--- src/rtl/clkgen_pkg.sv ---
package clkgen_pkg;
  localparam int DIV_SEL_W  = 2;
  localparam int REG_W      = 16;
  localparam int ADDR_W     = 2;
  localparam int WDOG_RATIO = 14;

  localparam logic [ADDR_W-1:0] ADDR_CTRL = 2'd0;
  localparam logic [ADDR_W-1:0] ADDR_IDLE = 2'd1;
  localparam logic [ADDR_W-1:0] ADDR_ENAB = 2'd2;

  typedef logic [DIV_SEL_W-1:0] div_sel_t;

  typedef struct packed {
    logic     tim_src_ref;
    div_sel_t per_div;
    div_sel_t core_div;
  } ctrl_t;

  typedef struct packed {
    logic tim_idle;
    logic wdog_idle;
    logic core_idle;
  } idle_t;

  typedef struct packed {
    logic gpio_on;
    logic tim_on;
    logic wdog_on;
    logic refper_on;
    logic per_on;
  } enab_t;

  localparam ctrl_t CTRL_RST = '{tim_src_ref: 1'b1, per_div: '0, core_div: '0};
  localparam idle_t IDLE_RST = '0;
  localparam enab_t ENAB_RST = '1;
endpackage

--- src/rtl/clkgen_pow2_div.sv ---
module clkgen_pow2_div #(
  parameter int SEL_W = 2
) (
  input  logic             clk_i,
  input  logic             rst_ni,
  input  logic [SEL_W-1:0] sel_i,
  output logic             tick_o
);
  localparam int CNT_W = (1 << SEL_W) - 1;

  logic [CNT_W-1:0] cnt_q, cnt_d, lim;
  logic [SEL_W-1:0] cur_q, cur_d;
  logic             tc;

  always_comb begin
    lim   = CNT_W'((1 << cur_q) - 1);
    tc    = (cnt_q == lim);
    cnt_d = tc ? '0 : cnt_q + 1'b1;
    cur_d = tc ? sel_i : cur_q;
  end

  always_ff @(posedge clk_i or negedge rst_ni) begin
    if (!rst_ni) begin
      cnt_q <= '0;
      cur_q <= '0;
    end else begin
      cnt_q <= cnt_d;
      cur_q <= cur_d;
    end
  end

  assign tick_o = tc;

  AST_SEL_HOLD: assert property (@(posedge clk_i) disable iff (!rst_ni)
    !tick_o |=> $stable(cur_q));
  AST_CNT_BOUND: assert property (@(posedge clk_i) disable iff (!rst_ni)
    $changed(cnt_q) && cnt_q != '0 |-> cnt_q == $past(cnt_q) + 1'b1);
endmodule

--- src/rtl/clkgen_ref_div.sv ---
module clkgen_ref_div #(
  parameter int RATIO = 14
) (
  input  logic clk_i,
  input  logic rst_ni,
  input  logic ref_tick_i,
  output logic pulse_o
);
  localparam int CW = $clog2(RATIO);
  localparam logic [CW-1:0] LAST = CW'(RATIO - 1);

  logic [CW-1:0] cnt_q, cnt_d;
  logic          wrap;

  always_comb begin
    wrap  = ref_tick_i && (cnt_q == LAST);
    cnt_d = cnt_q;
    if (ref_tick_i) cnt_d = wrap ? '0 : cnt_q + 1'b1;
  end

  always_ff @(posedge clk_i or negedge rst_ni) begin
    if (!rst_ni) cnt_q <= '0;
    else         cnt_q <= cnt_d;
  end

  assign pulse_o = wrap;

  AST_WRAP_ZERO: assert property (@(posedge clk_i) disable iff (!rst_ni)
    pulse_o |=> cnt_q == '0);
  AST_TICK_ONLY: assert property (@(posedge clk_i) disable iff (!rst_ni)
    !ref_tick_i |=> $stable(cnt_q));
  AST_CNT_RANGE: assert property (@(posedge clk_i) disable iff (!rst_ni)
    cnt_q <= LAST);
endmodule

--- src/rtl/clkgen_regs.sv ---
module clkgen_regs
  import clkgen_pkg::*;
(
  input  logic              clk_i,
  input  logic              rst_ni,
  input  logic              we_i,
  input  logic [ADDR_W-1:0] addr_i,
  input  logic [REG_W-1:0]  wdata_i,
  output logic [REG_W-1:0]  rdata_o,
  output ctrl_t             ctrl_o,
  output idle_t             idle_o,
  output enab_t             enab_o
);
  localparam int CTRL_W = $bits(ctrl_t);
  localparam int IDLE_W = $bits(idle_t);
  localparam int ENAB_W = $bits(enab_t);

  ctrl_t ctrl_q, ctrl_d;
  idle_t idle_q, idle_d;
  enab_t enab_q, enab_d;
  logic [REG_W-1:0] rd_q, rd_d;
  logic unused_wbits;

  assign unused_wbits = ^wdata_i[REG_W-1:CTRL_W];

  always_comb begin
    ctrl_d = ctrl_q;
    idle_d = idle_q;
    enab_d = enab_q;
    if (we_i) begin
      unique case (addr_i)
        ADDR_CTRL: ctrl_d = ctrl_t'(wdata_i[CTRL_W-1:0]);
        ADDR_IDLE: idle_d = idle_t'(wdata_i[IDLE_W-1:0]);
        ADDR_ENAB: enab_d = enab_t'(wdata_i[ENAB_W-1:0]);
        default: ;
      endcase
    end
    unique case (addr_i)
      ADDR_CTRL: rd_d = REG_W'(ctrl_q);
      ADDR_IDLE: rd_d = REG_W'(idle_q);
      ADDR_ENAB: rd_d = REG_W'(enab_q);
      default:   rd_d = '0;
    endcase
  end

  always_ff @(posedge clk_i or negedge rst_ni) begin
    if (!rst_ni) begin
      ctrl_q <= CTRL_RST;
      idle_q <= IDLE_RST;
      enab_q <= ENAB_RST;
      rd_q   <= '0;
    end else begin
      ctrl_q <= ctrl_d;
      idle_q <= idle_d;
      enab_q <= enab_d;
      rd_q   <= rd_d;
    end
  end

  assign ctrl_o  = ctrl_q;
  assign idle_o  = idle_q;
  assign enab_o  = enab_q;
  assign rdata_o = rd_q;

  AST_RSVD_ZERO: assert property (@(posedge clk_i) disable iff (!rst_ni)
    $past(addr_i) == 2'd3 |-> rdata_o == '0);
endmodule

--- src/rtl/clkgen_ctrl.sv ---
module clkgen_ctrl
  import clkgen_pkg::*;
(
  input  logic              clk_i,
  input  logic              rst_ni,
  input  logic              ref_tick_i,
  input  logic              all_idle_i,
  input  logic              wdog_mode_i,
  input  logic              reg_we_i,
  input  logic [ADDR_W-1:0] reg_addr_i,
  input  logic [REG_W-1:0]  reg_wdata_i,
  output logic [REG_W-1:0]  reg_rdata_o,
  output logic              core_en_o,
  output logic              per_en_o,
  output logic              refper_en_o,
  output logic              wdog_en_o,
  output logic              tim_en_o,
  output logic              gpio_en_o
);
  ctrl_t ctrl;
  idle_t idle;
  enab_t enab;
  logic  core_tick, per_tick, wdog_tick, tim_tick;
  logic  core_run, wdog_run, tim_run;

  clkgen_regs u_regs (
    .clk_i   (clk_i),
    .rst_ni  (rst_ni),
    .we_i    (reg_we_i),
    .addr_i  (reg_addr_i),
    .wdata_i (reg_wdata_i),
    .rdata_o (reg_rdata_o),
    .ctrl_o  (ctrl),
    .idle_o  (idle),
    .enab_o  (enab)
  );

  clkgen_pow2_div #(.SEL_W(DIV_SEL_W)) u_core_div (
    .clk_i (clk_i), .rst_ni (rst_ni), .sel_i (ctrl.core_div), .tick_o (core_tick)
  );

  clkgen_pow2_div #(.SEL_W(DIV_SEL_W)) u_per_div (
    .clk_i (clk_i), .rst_ni (rst_ni), .sel_i (ctrl.per_div), .tick_o (per_tick)
  );

  clkgen_ref_div #(.RATIO(WDOG_RATIO)) u_wdog_div (
    .clk_i (clk_i), .rst_ni (rst_ni), .ref_tick_i (ref_tick_i), .pulse_o (wdog_tick)
  );

  always_comb begin
    core_run = !(idle.core_idle && all_idle_i);
    wdog_run = wdog_mode_i || (enab.wdog_on && !(idle.wdog_idle && all_idle_i));
    tim_run  = enab.tim_on && !(idle.tim_idle && all_idle_i);
    tim_tick = ctrl.tim_src_ref ? ref_tick_i : 1'b1;
  end

  assign core_en_o   = core_tick && core_run;
  assign per_en_o    = per_tick && enab.per_on;
  assign refper_en_o = ref_tick_i && enab.refper_on;
  assign wdog_en_o   = wdog_tick && wdog_run;
  assign tim_en_o    = tim_tick && tim_run;
  assign gpio_en_o   = enab.gpio_on;

  AST_WDOG_LOCK: assert property (@(posedge clk_i) disable iff (!rst_ni)
    wdog_mode_i && wdog_tick |-> wdog_en_o);
  AST_CORE_STOP: assert property (@(posedge clk_i) disable iff (!rst_ni)
    all_idle_i && idle.core_idle |-> !core_en_o);
  AST_REFPER_TICK: assert property (@(posedge clk_i) disable iff (!rst_ni)
    refper_en_o |-> ref_tick_i);
  AST_WDOG_ONLY_TICK: assert property (@(posedge clk_i) disable iff (!rst_ni)
    wdog_en_o |-> ref_tick_i);
endmodule

--- config.mk ---
export PLATFORM = sky130hd
export DESIGN_NAME = clkgen_ctrl
export DESIGN_NICKNAME = d
export VERILOG_FILES = /design/src/rtl/clkgen_pkg.sv /design/src/rtl/clkgen_pow2_div.sv /design/src/rtl/clkgen_ref_div.sv /design/src/rtl/clkgen_regs.sv /design/src/rtl/clkgen_ctrl.sv
export SDC_FILE = /design/constraint.sdc
export NUM_CORES = 1
export LEC_CHECK = 0
export BUFFER_PORTS_ARGS = -buffer_cell sky130_fd_sc_hd__buf_4
export CORE_ASPECT_RATIO = 0.5
export CORE_UTILIZATION = 39
export CTS_BUF_LIST = sky130_fd_sc_hd__clkbuf_8 sky130_fd_sc_hd__clkbuf_16
export CTS_CLUSTER_SIZE = 24
export DETAILED_ROUTE_END_ITERATION = 8
export MAX_ROUTING_LAYER = met4
export PLACE_DENSITY = 0.68
export SLEW_MARGIN = 20
export SYNTH_ARGS = -nofsm -noshare
export SYNTH_HDL_FRONTEND = slang
export SYNTH_SLANG_ARGS = --single-unit
--- constraint.sdc ---
create_clock -name clk_i -period 1.2 [get_ports clk_i]
set_clock_uncertainty 0.05 [all_clocks]
set_input_delay 0.12 -clock clk_i [delete_from_list [all_inputs] [get_ports clk_i]]
set_output_delay 0.12 -clock clk_i [all_outputs]
set_load 0.005 [all_outputs]
==> out/qor.yml <==
worst_hold_path:
  worstHoldPathType: "primary input to flip-flop"
  worst_hold_path.endpoint: "u_regs.enab_o[4]$_DFFE_PN1P_"
  hold_path_depth: 2
  holdCritStartpoint: "reg_wdata_i[4]"
timing:
  grt_setup_unrepaired: "true"
  finalMaxSlewViolations: 0
  setup_ws_ps: -479
  post-route-min-period_ps: 1680
  timing.final.hold_violations: 0
  achievable-frequency_mhz: 596
  post-route-period-util_pct: 140
  setup_viol_count_final: 13
finish:
  flow.area_growth_from_synthesis_pct: 39.4
  drive_above_1_share_pct: 60.1
  finalCoreUtilization_pct: 58.1
  layout.cell_area.non_filler_um2: 2630
  nNetsFinal: 250
  antenna-diode-count: 0
  fin_cells: 289
pwr:
  power_density_nw_per_um2: 2170
  cellLeakagePower_nw: 1.14
  max-vdd-ir-drop_mv: 0.731
  finalPower_w: 0.00571
drt:
  detail_route.drc_violations: 0
  wl_per_cell_um: 14.6
  drt_pass1_iterations: 4
  via_per_inst: 5.01
  drt-initial-drc-count: 58
  detailed_route_via_count: 1447
  ant_nets: 0
  detailed_route_wire_length_mm: 4.23
placed_design:
  post_place_cells: 268
  detailedPlacementHpwl_mm: 2.69
  finalWeightedCongestion: 0.765
  placement.setup.worst_slack_ps: -179
  dpl_cell_area_um2: 2220
  port_buffers: 23
clock_tree:
  cts_tree: "built"
  htree_num_levels: 2
  clk_latency_ps: 290
  tritoncts.num_buffers: 5
  clock_sinks: 32
  reg_clk_slew_reported_paths_ps: 70
  clock_path_buffers: 2
  clockRootBuffer: "clkbuf_8"
synth:
  ys_seq_area_share_pct: 42.8
  post_synth.cell_area_avg_um2: 11.5
  synth_largest_type_area_fraction_pct: 34.4
  netlist-cell-type-count: 49
  post_synth_instance_area_um2: 1890
  synth_enable_flop_cells: 0
  yosysWarningCount: 0
  synth_largest_area_cell: "dfrtp_1"
  synthArstFlopShare_pct: 100
  synth_cells: 165
  synthTopCellsByArea: "dfrtp_1, dfstp_2, mux2_2, buf_4, mux2i_1"
  ys.flop_type: "dfrtp_1"
  synth.ff_latch_count: 32
die:
  fp.dieH_um: 51.2
  fp.dieArea_um2: 5140
  initial_core_util_pct: 41.7
  rows: 17
  fp.dieW_um: 100
  pin_count: 46
  fp.coreArea_um2: 4530
global_routing:
  grt_start_max_net_pins: 33
  first_global_vias: 1412
  wire_length_of_the_first_global_routing_pass_mm: 6.60
  grt_remaining_overflow: 0
  initial_antenna_violation_count: 0
  all_layer_global_routing_usage_pct: 17.7
job:
  max-cap-violations: 0
worst_setup_path:
  cp_endpoint_kind: "output pin"
  worstReg2RegEnd: "u_core_div.cnt_q[2]$_DFF_PN0_"
  timing.critical_path.required_ps: 1030
  worstSetupStartpointType: "flip-flop"
  worstReg2RegStart: "u_core_div.cur_q[1]$_DFFE_PN0N_"
  path_max_fanout: 5
  setup.worst_path.class: "flip-flop to output pin"
  worst_r2r_path_depth: 6
  ff2ff_setup_slack_ps: -260
  cp_data_arrival_time_ps: 1510
status:
  violations: "negative setup slack"
  run_status: "complete, but fails checks"
==> through the flow <==
step	hold WS [ps]	setup TNS (ps)
6_report	18.3	-2750
5_1_grt	17.9	-3440
4_1_cts	11.4	-2220
3_5_place_dp	36.9	-1330
3_3_place_gp	29.6	-1130
2_1_floorplan	-226	-91.1
==> cells by family (layout without fill, tap and decap cells) <==
group / Yosys count / after routing / share of synthesized area [%]
and+or+nand+nor: 48 / 48 / 19.2
DFF: 32 / 32 / 42.8
adders and majority gates: 4 / 4 / 2.65
other: 1 / 11 / 0.198
AOI/OAI and AO/OA: 34 / 34 / 13.4
muxes: 20 / 20 / 11.5
buffers and inverters: 26 / 74 / 10.3
==> where the power goes <==
part           internal (W)  switching (W)  leakage [nW]
Combinational       0.00162        0.00112         0.719
Clock              0.000515       0.000418        0.0557
Sequential          0.00146       0.000580         0.368
==> what timing repair did <==
item                                    4_1_cts  5_1_grt
setup buffers                                10        5
endpoints found under the setup margin       13       17
gates resized for setup                      26       30
endpoints found under the hold margin        26        0
pin swaps                                    10       14
hold buffers                                  1        0
==> synthesized netlist by cell type (2+ instances only) <==
library cell and count:
and3_1 2, dfstp_2 6, and4_4 2, buf_6 6, nor2_1 5, inv_1 5
mux2_2 13, and2_1 3, nand2b_1 3, nand3_1 3, nor3_1 2, and4b_1 3
a211oi_1 2, nand2_1 9, ha_1 4, nand3b_1 4, o21ai_0 10, dfrtp_1 26
buf_4 13, o41ai_1 2, buf_2 2, a21oi_1 7, mux2i_1 7
==> cells in the final DEF, fill, tap and decap left out, types with 3 or more instances in the layout <==
cell type,n
nand2b_1,3
nor2_1,3
clkbuf_8,7
dfrtp_1,18
and4b_1,3
a211oi_2,3
o21ai_1,6
o21ai_0,4
dfstp_2,6
mux2_2,13
ha_4,3
mux2i_1,7
inv_1,4
dfrtp_2,8
buf_6,9
a21oi_1,3
a21oi_2,4
conb_1,11
nor4b_4,3
nand2_1,8
buf_4,51
nand3b_1,4
==> worst max-delay path, stage by stage, from the launching register on <==
cell     delay, ps
dfrtp_2        460
nor4b_4        370
o31ai_4        120
a22oi_2        130
buf_4          130
==> worst max path at each step <==
| stage | slack (ps) | from | cells after the start | endpoint |
|---|---|---|---|---|
| after floorplan | -20 | u_per_div.cur_q[1]$_DFFE_PN0N_ | 4 | u_per_div.cnt_q[1]$_DFF_PN0_ |
| final | -480 | u_core_div.cur_q[1]$_DFFE_PN0N_ | 4 | core_en_o |
| after CTS | -460 | u_per_div.cur_q[1]$_DFFE_PN0N_ | 4 | per_en_o |
| after detailed placement | -180 | u_core_div.cnt_q[1]$_DFF_PN0_ | 4 | u_core_div.cnt_q[2]$_DFF_PN0_ |
| after global placement | -160 | u_per_div.cur_q[1]$_DFFE_PN0N_ | 4 | u_per_div.cnt_q[2]$_DFF_PN0_ |
| after global routing | -510 | u_core_div.cur_q[1]$_DFFE_PN0N_ | 4 | core_en_o |
==> registers in the layout, indices dropped and copies added, names as in the netlist <==
signal            flops
u_core_div.cnt_q      3
u_core_div.cur_q      2
u_per_div.cnt_q       3
u_per_div.cur_q       2
u_regs.ctrl_o         5
u_regs.enab_o         5
u_regs.idle_o         3
u_regs.rdata_o        5
u_wdog_div.cnt_q      4
==> cell type report <==
class / count / area (um^2)
fillers: 357 / 1900
clock buffers: 7 / 96.3
inverters: 5 / 18.8
repair buffers: 61 / 494
clock inverters: 1 / 3.75
multi-input cells: 117 / 1120
well taps: 66 / 82.6
flip-flops and latches: 32 / 818
==> layer usage <==
layer  track usage, %  vias to the layer above  routed length [um]
met1             19.6                      722                1910
met2             30.9                       24                2110
li1                 -                      693                   -
met5                -                        -                   0
met4             6.52                        0                  67
met3             5.34                        8                 143
Note: power is estimated with default switching activity, not from simulation.
